===== config.mk =====
export PLATFORM = sky130hd
export DESIGN_NAME = crc4_augmented
export DESIGN_NICKNAME = d
export VERILOG_FILES = /design/src/rtl/crc4_aug_pkg.sv /design/src/rtl/crc_rst_sync.sv /design/src/rtl/crc_step_lfsr.sv /design/src/rtl/crc_seq_ctrl.sv /design/src/rtl/crc4_augmented.sv
export SDC_FILE = /design/constraint.sdc
export NUM_CORES = 1
export LEC_CHECK = 0
export BUFFER_PORTS_ARGS = -buffer_cell sky130_fd_sc_hd__buf_2
export CORE_AREA = 4 4 41 43
export DETAILED_ROUTE_END_ITERATION = 8
export DIE_AREA = 0 0 45 47
export MAX_ROUTING_LAYER = met4
export PLACE_DENSITY = 0.59
export SETUP_SLACK_MARGIN = 0.3
export SLEW_MARGIN = 10
export SYNTH_ARGS = -nofsm -noshare
export SYNTH_HDL_FRONTEND = slang
export SYNTH_SLANG_ARGS = --single-unit

===== constraint.sdc =====
create_clock -name clk_i -period 0.8 [get_ports clk_i]
set_input_delay 0.2 -clock clk_i [delete_from_list [all_inputs] [get_ports clk_i]]
set_output_delay 0.2 -clock clk_i [all_outputs]
set_load 0.01 [all_outputs]

===== src/rtl/crc4_aug_pkg.sv =====
package crc4_aug_pkg;

  typedef enum logic [1:0] {
    ST_RUN   = 2'd0,
    ST_FLUSH = 2'd1,
    ST_HOLD  = 2'd2
  } crc_phase_e;

  localparam int unsigned CRC_WIDTH_DEF = 4;
  localparam logic [3:0]  CRC_MASK_DEF  = 4'b1001;

endpackage


===== src/rtl/crc_rst_sync.sv =====
module crc_rst_sync #(
  parameter int unsigned STAGES = 2
) (
  input  logic clk_i,
  input  logic rst_ni,
  output logic rst_sync_no
);

  logic [STAGES-1:0] sync_q;

  always_ff @(posedge clk_i or negedge rst_ni) begin
    if (!rst_ni) begin
      sync_q <= '0;
    end else begin
      sync_q <= {sync_q[STAGES-2:0], 1'b1};
    end
  end

  assign rst_sync_no = sync_q[STAGES-1];

endmodule


===== src/rtl/crc_step_lfsr.sv =====
module crc_step_lfsr #(
  parameter int unsigned          WIDTH = 4,
  parameter logic [WIDTH-1:0]     MASK  = WIDTH'(9)
) (
  input  logic [WIDTH-1:0] cur_i,
  input  logic             in_bit_i,
  output logic [WIDTH-1:0] nxt_o
);

  logic feedback;
  assign feedback = cur_i[WIDTH-1];

  for (genvar g = 0; g < WIDTH; g++) begin : g_stage
    if (g == 0) begin : g_low
      assign nxt_o[g] = in_bit_i ^ (feedback & MASK[g]);
    end else begin : g_up
      assign nxt_o[g] = cur_i[g-1] ^ (feedback & MASK[g]);
    end
  end

endmodule


===== src/rtl/crc_seq_ctrl.sv =====
module crc_seq_ctrl
  import crc4_aug_pkg::*;
#(
  parameter int unsigned WIDTH = 4
) (
  input  logic       clk_i,
  input  logic       rst_ni,
  input  logic       clear_i,
  input  logic       valid_i,
  input  logic       last_i,
  output logic       shift_en_o,
  output logic       msg_sel_o,
  output crc_phase_e phase_o,
  output logic       done_o
);

  localparam int unsigned CNT_W = (WIDTH > 2) ? $clog2(WIDTH) : 1;
  localparam logic [CNT_W-1:0] CNT_LAST = CNT_W'(WIDTH - 1);

  crc_phase_e       phase_q, phase_d;
  logic [CNT_W-1:0] cnt_q, cnt_d;
  logic             done_q, done_d;
  logic             take_bit, flush_step, flush_end;

  assign take_bit   = (phase_q == ST_RUN) && valid_i;
  assign flush_step = (phase_q == ST_FLUSH);
  assign flush_end  = flush_step && (cnt_q == CNT_LAST);

  always_comb begin
    phase_d = phase_q;
    cnt_d   = cnt_q;
    done_d  = 1'b0;
    if (clear_i) begin
      phase_d = ST_RUN;
      cnt_d   = '0;
    end else begin
      unique case (phase_q)
        ST_RUN: begin
          if (valid_i && last_i) begin
            phase_d = ST_FLUSH;
            cnt_d   = '0;
          end
        end
        ST_FLUSH: begin
          if (flush_end) begin
            phase_d = ST_HOLD;
            done_d  = 1'b1;
            cnt_d   = '0;
          end else begin
            cnt_d = cnt_q + 1'b1;
          end
        end
        ST_HOLD: phase_d = ST_HOLD;
        default: phase_d = ST_RUN;
      endcase
    end
  end

  always_ff @(posedge clk_i or negedge rst_ni) begin
    if (!rst_ni) begin
      phase_q <= ST_RUN;
      cnt_q   <= '0;
      done_q  <= 1'b0;
    end else begin
      phase_q <= phase_d;
      cnt_q   <= cnt_d;
      done_q  <= done_d;
    end
  end

  assign shift_en_o = !clear_i && (take_bit || flush_step);
  assign msg_sel_o  = (phase_q == ST_RUN);
  assign phase_o    = phase_q;
  assign done_o     = done_q;

  assert_done_single_R5: assert property (@(posedge clk_i) disable iff (!rst_ni)
    done_q |=> !done_q);

  assert_done_after_flush_R5: assert property (@(posedge clk_i) disable iff (!rst_ni)
    $rose(done_q) |-> ($past(phase_q) == ST_FLUSH));

  assert_done_enters_hold_R6: assert property (@(posedge clk_i) disable iff (!rst_ni)
    done_q |-> (phase_q == ST_HOLD));

  assert_flush_entry_R4: assert property (@(posedge clk_i) disable iff (!rst_ni)
    (!clear_i && phase_q == ST_RUN && valid_i && last_i) |=> (phase_q == ST_FLUSH));

endmodule


===== src/rtl/crc4_augmented.sv =====
module crc4_augmented
  import crc4_aug_pkg::*;
#(
  parameter int unsigned      WIDTH = CRC_WIDTH_DEF,
  parameter logic [WIDTH-1:0] MASK  = WIDTH'(CRC_MASK_DEF)
) (
  input  logic             clk_i,
  input  logic             rst_ni,
  input  logic             clear_i,
  input  logic             valid_i,
  input  logic             bit_i,
  input  logic             last_i,
  output logic [WIDTH-1:0] crc_o,
  output logic             done_o
);

  logic             rst_n;
  logic             shift_en, msg_sel, done;
  crc_phase_e       phase;
  logic [WIDTH-1:0] crc_q, crc_d, step_val;
  logic             in_bit;

  crc_rst_sync #(.STAGES(2)) u_rst_sync (
    .clk_i       (clk_i),
    .rst_ni      (rst_ni),
    .rst_sync_no (rst_n)
  );

  crc_seq_ctrl #(.WIDTH(WIDTH)) u_ctrl (
    .clk_i      (clk_i),
    .rst_ni     (rst_n),
    .clear_i    (clear_i),
    .valid_i    (valid_i),
    .last_i     (last_i),
    .shift_en_o (shift_en),
    .msg_sel_o  (msg_sel),
    .phase_o    (phase),
    .done_o     (done)
  );

  assign in_bit = msg_sel ? bit_i : 1'b0;

  crc_step_lfsr #(.WIDTH(WIDTH), .MASK(MASK)) u_step (
    .cur_i    (crc_q),
    .in_bit_i (in_bit),
    .nxt_o    (step_val)
  );

  always_comb begin
    crc_d = crc_q;
    if (clear_i) begin
      crc_d = '0;
    end else if (shift_en) begin
      crc_d = step_val;
    end
  end

  always_ff @(posedge clk_i or negedge rst_n) begin
    if (!rst_n) begin
      crc_q <= '0;
    end else begin
      crc_q <= crc_d;
    end
  end

  assign crc_o  = crc_q;
  assign done_o = done;

  assert_idle_hold_R3: assert property (@(posedge clk_i) disable iff (!rst_n)
    (!clear_i && !valid_i && phase == ST_RUN) |=> $stable(crc_q));

  assert_result_hold_R6: assert property (@(posedge clk_i) disable iff (!rst_n)
    (!clear_i && phase == ST_HOLD) |=> $stable(crc_q));

  assert_clear_wins_R7: assert property (@(posedge clk_i) disable iff (!rst_n)
    clear_i |=> (crc_q == '0 && !done_o));

  assert_reset_state_R1: assert property (@(posedge clk_i)
    !rst_n |-> (crc_q == '0 && !done_o));

endmodule


Word-level counts from Yosys, hierarchy flattened
Index checks and enable logic that the tools add are counted.
- register bits: 11
- output and inout port bits: 5
- reduce and logical (&&, ||, !) cells: 11
- add/subtract/negate cells: 1
- eq/ne operators: 5
- muxes and demuxes: 14
- bitwise operators: 2
- operator list (kind ; number):
    2-to-1 mux 2 bit ; 6
    2-to-1 mux 4 bit ; 2
    case mux 2 bit (3 select lines) ; 1
    == test 2 bit, second input constant ; 2
    logical AND 1 bit ; 4
    2-to-1 mux 1 bit ; 4
    case mux 2 bit (2 select lines) ; 1
    AND reduction 2 bit ; 2
    inequality test 3 x 2 -> 1 bit, second input constant ; 1
    inequality test 3 bit, second input constant ; 1
    nonzero test 3 bit ; 1
    adder 2 x 1 -> 2 bit, second input constant ; 1
    == test 2 x 1 -> 1 bit, second input constant ; 1
    zero test 2 bit ; 1
    nonzero test 2 bit ; 1
    XOR 1 bit ; 2
    zero test 1 bit ; 1
    logical OR 1 bit ; 1

Longest topological paths before layout
Gate-level depths: netlist of run 1.
- word-level depth: 6
- depth in mapped cells: 5
- depth with buffers taken out: 5

Cells and area by module
A second synthesis of run 1 with hierarchy kept.
- cells, all modules: 51
- area total of the unflattened synthesis: 548.0 µm²
- by module, submodules not included (module ; times used ; cells each ; area an instance (µm²)):
    crc_seq_ctrl ; 1 ; 30 ; 295.3
    crc4_augmented ; 1 ; 14 ; 166.4
    crc_rst_sync ; 1 ; 3 ; 53.8
    crc_step_lfsr ; 1 ; 4 ; 32.5

Worst setup path after synthesis of run 1
No wires, ideal clock.
- path type: register to register
- start point: register u_ctrl.phase_q[0], in the netlist u_ctrl.phase_o[0]
- end point: register u_ctrl.cnt_q[0]
- data required time: 0.723 ns
- cell stages (with the launch flop): 6
- path slack: -0.613 ns
- library setup time: 0.077 ns
- period minus slack after synthesis: 1.413 ns
- data arrival time: 1.336 ns
- cell sequence: dfrtp_1 -> inv_1 -> ha_1 -> a21boi_4 -> or4b_1 -> a21oi_1
- word-level cells in the longest chain between the ends: 5
- RTL lines (item ; line ; RTL):
    start, declared ; crc_seq_ctrl.sv:20 ; crc_phase_e phase_q, phase_d;
    start signal, assigned ; crc_seq_ctrl.sv:65 ; phase_q <= phase_d;
    == test 2 x 1 -> 1 bit ; crc_seq_ctrl.sv:26, crc_seq_ctrl.sv:37 ;
    logical AND 1 bit ; crc_seq_ctrl.sv:27 ; assign flush_end = flush_step && (cnt_q == CNT_LAST);
    2-to-1 mux 2 bit ; crc_seq_ctrl.sv:45 ; if (flush_end) begin
    case mux 2 bit (2 select lines) ; crc_seq_ctrl.sv:37 ; unique case (phase_q)
    2-to-1 mux 2 bit ; crc_seq_ctrl.sv:33 ; if (clear_i) begin
    end signal, assigned ; crc_seq_ctrl.sv:66 ; cnt_q <= cnt_d;
    end, declared ; crc_seq_ctrl.sv:21 ; logic [CNT_W-1:0] cnt_q, cnt_d;
Parallel ways exist; a longest one is shown, timed or not.
A chain may end at the register's enable or synchronous reset.

Worst setup path in the final report of run 1
- start point: register u_ctrl.phase_q[1], in the netlist u_ctrl.phase_o[1]
- end point: register u_ctrl.cnt_q[0]
Same word-level chain as after synthesis.

==> results of run 1 <==
[final timing paths]
path	from	end	slack [ps]	cells after the start
min in group clk_i	clear_i	crc_o[1]	140	2
max in group asynchronous	rst_ni	u_rst_sync.sync_q[1]	460	2
min	u_rst_sync.sync_q[1]	crc_o[0]	120	0
max	u_ctrl.phase_o[1]	u_ctrl.cnt_q[0]	-610	5
max reg2reg	u_ctrl.phase_o[1]	u_ctrl.cnt_q[0]	-610	5
min reg2reg	u_rst_sync.sync_q[1]	crc_o[0]	120	0
[synth_stat cells, drive strengths merged]
cell	count	area (sq um)
o21a	1	7.51
or3	1	6.26
nand3b	1	7.51
conb	1	3.75
xnor2	1	8.76
dfrtp	11	275
nand2	3	11.3
a21boi	1	18.8
inv	5	18.8
mux2i	3	30.0
o221a	1	11.3
o21ai	3	15.0
a21oi	5	28.8
and3	1	6.26
or4b	1	10.0
nor2b	1	6.26
nor2	4	15.0
ha	4	50.1
[routing by layer]
layer,share of wire,GRT usage
met5,0,-
met4,0.017,0.0526
met1,0.43,0.159
met2,0.52,0.234
met3,0.027,0.0498
[placed cells by master (no fill, tap or decap), drive strengths merged, types with 3 or more instances in the layout]
cell / Yosys / routed
buf: 0 / 26
dfrtp: 11 / 11
a21oi: 5 / 5
inv: 5 / 5
nor2: 4 / 4
clkbuf: 0 / 4
ha: 4 / 4
mux2i: 3 / 3
nand2: 3 / 3
o21ai: 3 / 3
[cell families after synthesis]
kind of cell	count (synthesis)	share of synthesized area
DFF	11	0.519
adders and majority gates	4	0.0943
buffers and inverters	5	0.0354
AOI/OAI and AO/OA	11	0.153
other	1	0.00707
xor gates and xnor gates	1	0.0165
muxes	3	0.0566
and+or+nand+nor	12	0.118
[critical path, delay by kind of cell (launching register included)]
kind / cells / cell delay, ps
adder cells (fa/ha/maj): 1 / 170
flip-flops: 1 / 370
AND/OR/NAND/NOR: 1 / 460
buffers and inverters: 1 / 80
AO/OA/AOI/OAI: 2 / 260
[registers in the layout (all words and copies together), names as in the netlist]
register,flops
u_ctrl.done_o,1
u_ctrl.cnt_q,2
u_rst_sync.sync_q,2
crc_o,4
u_ctrl.phase_o,2
[final cells by class]
cell class,instances,area (sq um)
Fill cell,120,464
Timing Repair Buffer,27,218
Multi-Input combinational cell,32,279
Sequential cell,11,277
Tap cell,15,18.8
Clock buffer,4,26.3
Inverter,5,18.8
[metrics by stage]
stage	utilization	area (sq um)	worst slack, ps	hold slack, ps	cells
after CTS	0.620	807	-619	127	93
final	0.643	837	-609	116	94
after floorplan	-	533	-575	-95.6	48
after detailed placement	0.520	677	-650	-14.7	83
after global routing	0.643	837	-685	138	94
after global placement	0.520	677	-620	-14.6	83
[power by group]
group          total [W]  switching (W)  internal, W
Combinational    0.00135       0.000547     0.000799
Clock           0.000378       0.000185     0.000193
Sequential      0.000722      0.0000701     0.000652
Total            0.00245       0.000802      0.00164
[what timing repair did]
action | CTS | global route
resized for setup | 14 | 6
buffers inserted | 5 | 1
hold endpoints to repair | 2 | 0
gates cloned | 0 | 0
hold buffers | 1 | 0
setup endpoints to repair | 14 | 23
pin swaps | 2 | 2
==> reports/metrics.cfg, run 1 <==
[outcome]
status=finished with violations
violations=negative setup slack

[timing]
fin_ws_ps=-609
post-route-period-util=1.76
skew_ps=3.10
rsz0062_at_grt=yes
setup_violations=14
max_freq_ghz=0.710
post-route-min-period_ps=1410
hold_violations=0
setup_tns_ps=-5510
drv_slew=0

[floorplan]
die_w_um=45
die_h_um=47
initial_core_util=0.408
core_sq_mm=0.00130
std_cell_rows=13
die_area_sq_mm=0.00212
io_pins=11

[cells_and_area]
n_antenna_cell=0
fin_nets=90
drive_above_1_share=0.519
area_growth_pct=57.8

[synthesis]
syn-num-nets=58
netlist-cell-type-count=19
synthCells=48
yosysWarnings=0
ys_ff_latch=11
ys_seq_area_frac=0.519
synth_area_sq_um=531
syn_area_per_cell_sq_um=11.1

[placed_design]
dp_hpwl_um=789
port_buffers=10
gp_congestion=0.723

[flow_run]
maxCapViolCount=0

[drt]
dr.pass1.iters=4
ant_nets=0
vias=439
route.detailed.drc=0
first_iter_violations=10
wl_per_cell_um=12.4
wl_um=1170
via_per_inst=4.67

[hold_path]
min_path_type=flip-flop to asynchronous set/reset pin

[clocking]
cts.clk_slew.worst_paths_ps=70
cts_tree=yes
cts_root_buf=clkbuf_4
numCtsBuffers=3
h-tree-depth=1
clkSinkCount=11
cts.path.max_buffers=2
worstSkewPairLatency_ps=260

[power_and_ir_drop]
p_leak_nw=0.413
powerDensity_mw_per_mm2=2920
ir_drop_uv=1680
p_total_w=0.00245

[critical_path]
arrival_ps=1600
crit_fanout=3
crit_slowest_cell=or4b_1
cp_data_required_time_ps=990
max_stage_delay_ps=460
crit_chain=inv_2 -> ha_4 -> a21boi_4 -> or4b_1 -> a21oi_1
crit_path_end_kind=flip-flop
start_kind=flip-flop
critPathKind=flip-flop to flip-flop

[grt]
grtUsageTotal=0.143
antenna_found_initial=0
grt_pass1_wl_um=2010
grt_pass1_vias=465
grt_start_max_net_pins=10
globalRouteOverflowTotal=0

Note: power is estimated with default switching activity, not from simulation.
==> inputs of run 2 (changes only) <==
--- a/config.mk
+++ b/config.mk
@@ -11,2 +11,3 @@
 export DIE_AREA = 0 0 45 47
+export GPL_TIMING_DRIVEN = 0
 export MAX_ROUTING_LAYER = met4
==> constraint.sdc (replaced) <==
create_clock -name clk_i -period 0.8 [get_ports clk_i]
set_input_delay 0.04 -clock clk_i [delete_from_list [all_inputs] [get_ports clk_i]]
set_output_delay 0.04 -clock clk_i [all_outputs]
set_load 0.005 [all_outputs]
==> reports/metrics.cfg, run 2 (synthesized netlist as in run 1, its figures left out) <==
[drt]
first_iter_violations=0  ; -10
wl_um=1020  ; -13%
dr.pass1.iters=1  ; -3
via_per_inst=4.81  ; +3.0%
route.detailed.drc=0  ; unchanged
wl_per_cell_um=11.9  ; -4.1%
vias=409  ; -6.8%
ant_nets=0  ; unchanged

[power_and_ir_drop]
pwr-share-clk=0.163  ; +0.009
powerDensity_mw_per_mm2=3020  ; +3.5%
power.share.sequential=0.316  ; +0.021
p_leak_nw=0.367  ; -11%
switching_share=0.339  ; +0.0110
comb_power_share=0.521  ; -0.029
ir_drop_uv=1610  ; -4.2%
cell_internal_pwr_w=0.00151  ; -7.9%
p_switching_w=0.000777  ; -3.2%

[timing]
drv_slew=0  ; unchanged
skew_ps=6.07  ; +2.97 ps
hold_violations=0  ; unchanged
setup_violations=13  ; -1
setup_tns_ps=-4430  ; +1070 ps
rsz0062_at_grt=yes
post-route-min-period_ps=1380  ; -32.7 ps
max_freq_ghz=0.727  ; +2.4%
post-route-period-util=1.72  ; -0.0409
fin_ws_ps=-576  ; +32.7 ps

[placed_design]
gp_congestion=0.717  ; -0.80%
port_buffers=10  ; unchanged
dp.cells=73  ; -12%
dp_hpwl_um=698  ; -12%

[critical_path]
critPathKind=flip-flop to flip-flop
crit_fanout=3  ; unchanged
crit_path_end_kind=flip-flop
max_stage_delay_ps=460  ; about the same
arrival_ps=1580  ; -20 ps
crit_slowest_cell=or4b_1
crit_chain=inv_2 -> ha_4 -> a21boi_4 -> or4b_1 -> a21oi_1
start_kind=flip-flop
cp_data_required_time_ps=1000  ; about the same
reg2reg_depth=5  ; unchanged

[cells_and_area]
n_antenna_cell=0  ; unchanged
fin_nets=81  ; -10%
drive_above_1_share=0.486  ; -0.0333
final_common_cell=dfrtp_1
stdcell_count=85  ; -9.6%
area_growth_pct=42.7
largest_reg_flops=4  ; unchanged
fin_util=0.582  ; -0.0615
final_cell_mix=dfrtp_1 (11), buf_2 (10), buf_4 (7)

[clocking]
cts_root_buf=clkbuf_4
cts_tree=yes
worstSkewPairLatency_ps=270  ; about the same
numCtsBuffers=3  ; unchanged
cts.clk_slew.worst_paths_ps=70  ; about the same
cts.path.max_buffers=2  ; unchanged
h-tree-depth=1  ; unchanged
clkSinkCount=11  ; unchanged

[floorplan]
die_h_um=47  ; unchanged
die_w_um=45  ; unchanged
core_sq_mm=0.00130  ; unchanged
initial_core_util=0.408  ; unchanged
std_cell_rows=13  ; unchanged
io_pins=11  ; unchanged
die_area_sq_mm=0.00212  ; unchanged

[grt]
globalRouteOverflowTotal=0  ; unchanged
grt_pass1_vias=403  ; -13%
grtUsageTotal=0.120  ; -0.0228
grt_pass1_wl_um=1680  ; -16%
grt_start_max_net_pins=10  ; unchanged
antenna_found_initial=0  ; unchanged

[flow_run]
maxCapViolCount=0  ; unchanged

[outcome]
status=finished with violations
violations=negative setup slack

[hold_path]
holdPathStages=2
min_path_type=input pin to flip-flop

## run 2: cell count changes in the layout (fill, tap and decap cells not counted), sizes merged
cell  change
buf       -9
## run 2: worst max-delay path, delay by kind of cell (launching register included)
| family | cells | cell delay [ps] |
|---|---|---|
| fa+ha+maj | 1 | 160 |
| simple gates | 1 | 460 |
| flops | 1 | 360 |
| compound gates | 2 | 260 |
| buf+inv | 1 | 70 |
## run 2: layout make-up
| class | count | area, sq um |
|---|---|---|
| tap | 15 | 18.8 |
| fill | 115 | 544 |
| timing repair buffer | 18 | 113 |
| clock buffer | 4 | 26.3 |
| inverter | 5 | 18.8 |
| sequential | 11 | 275 |
| multi-input combinational | 32 | 305 |
## run 2: final timing paths
path | start | slack [ps] | endpoint
worst max-delay path | u_ctrl.phase_o[1] | -580 | u_ctrl.cnt_q[0]
worst min-delay path | clear_i | 20 | crc_o[3]
worst max register to register | u_ctrl.phase_o[1] | -580 | u_ctrl.cnt_q[0]
worst min register to register | u_rst_sync.sync_q[1] | 140 | u_ctrl.done_o
max in group asynchronous | u_rst_sync.sync_q[1] | 390 | u_ctrl.phase_o[0]
min in group asynchronous | rst_ni | 80 | u_rst_sync.sync_q[1]
## run 2: layer usage
metal / up-vias / track usage / part of all wire
li1: 205 / - / -
met1: 193 / 0.125 / 0.44
met2: 7 / 0.192 / 0.49
met3: 4 / 0.0575 / 0.047
met4: 0 / 0.0526 / 0.019
met5: - / - / 0
## run 2: power by group through the flow
| stage | logic [W] | clock network [W] | registers (W) |
|---|---|---|---|
| 6_report | 0.00119 | 0.000373 | 0.000724 |
| 5_1_grt | 0.00130 | 0.000416 | 0.000746 |
| 4_1_cts | 0.000927 | 0.000384 | 0.000725 |
| 3_5_place_dp | 0.000706 | 0 | 0.000735 |
| 3_3_place_gp | 0.000699 | 0 | 0.000734 |
| 2_1_floorplan | 0.000543 | 0 | 0.000727 |
## run 2: through the flow
| step | cell area [sq um] | hold slack (ps) | worst slack (ps) | total power, W |
|---|---|---|---|---|
| 4_1_cts | 688 | 25.0 | -626 | 0.00204 |
| 3_5_place_dp | 602 | -174 | -653 | 0.00144 |
| 5_1_grt | 757 | 15.1 | -619 | 0.00246 |
| 6_report | 757 | 19.1 | -576 | 0.00229 |
| 3_3_place_gp | 602 | -175 | -628 | 0.00143 |
| 2_1_floorplan | 533 | -256 | -575 | 0.00127 |
## run 2: what timing repair did
action / in CTS / in global routing
hold endpoints to repair: 2 / 0
hold buffers: 1 / 0
setup endpoints to repair: 14 / 14
buffers inserted: 5 / 2
cloned: 0 / 0
resized for setup: 4 / 12
pin swaps: 4 / 5
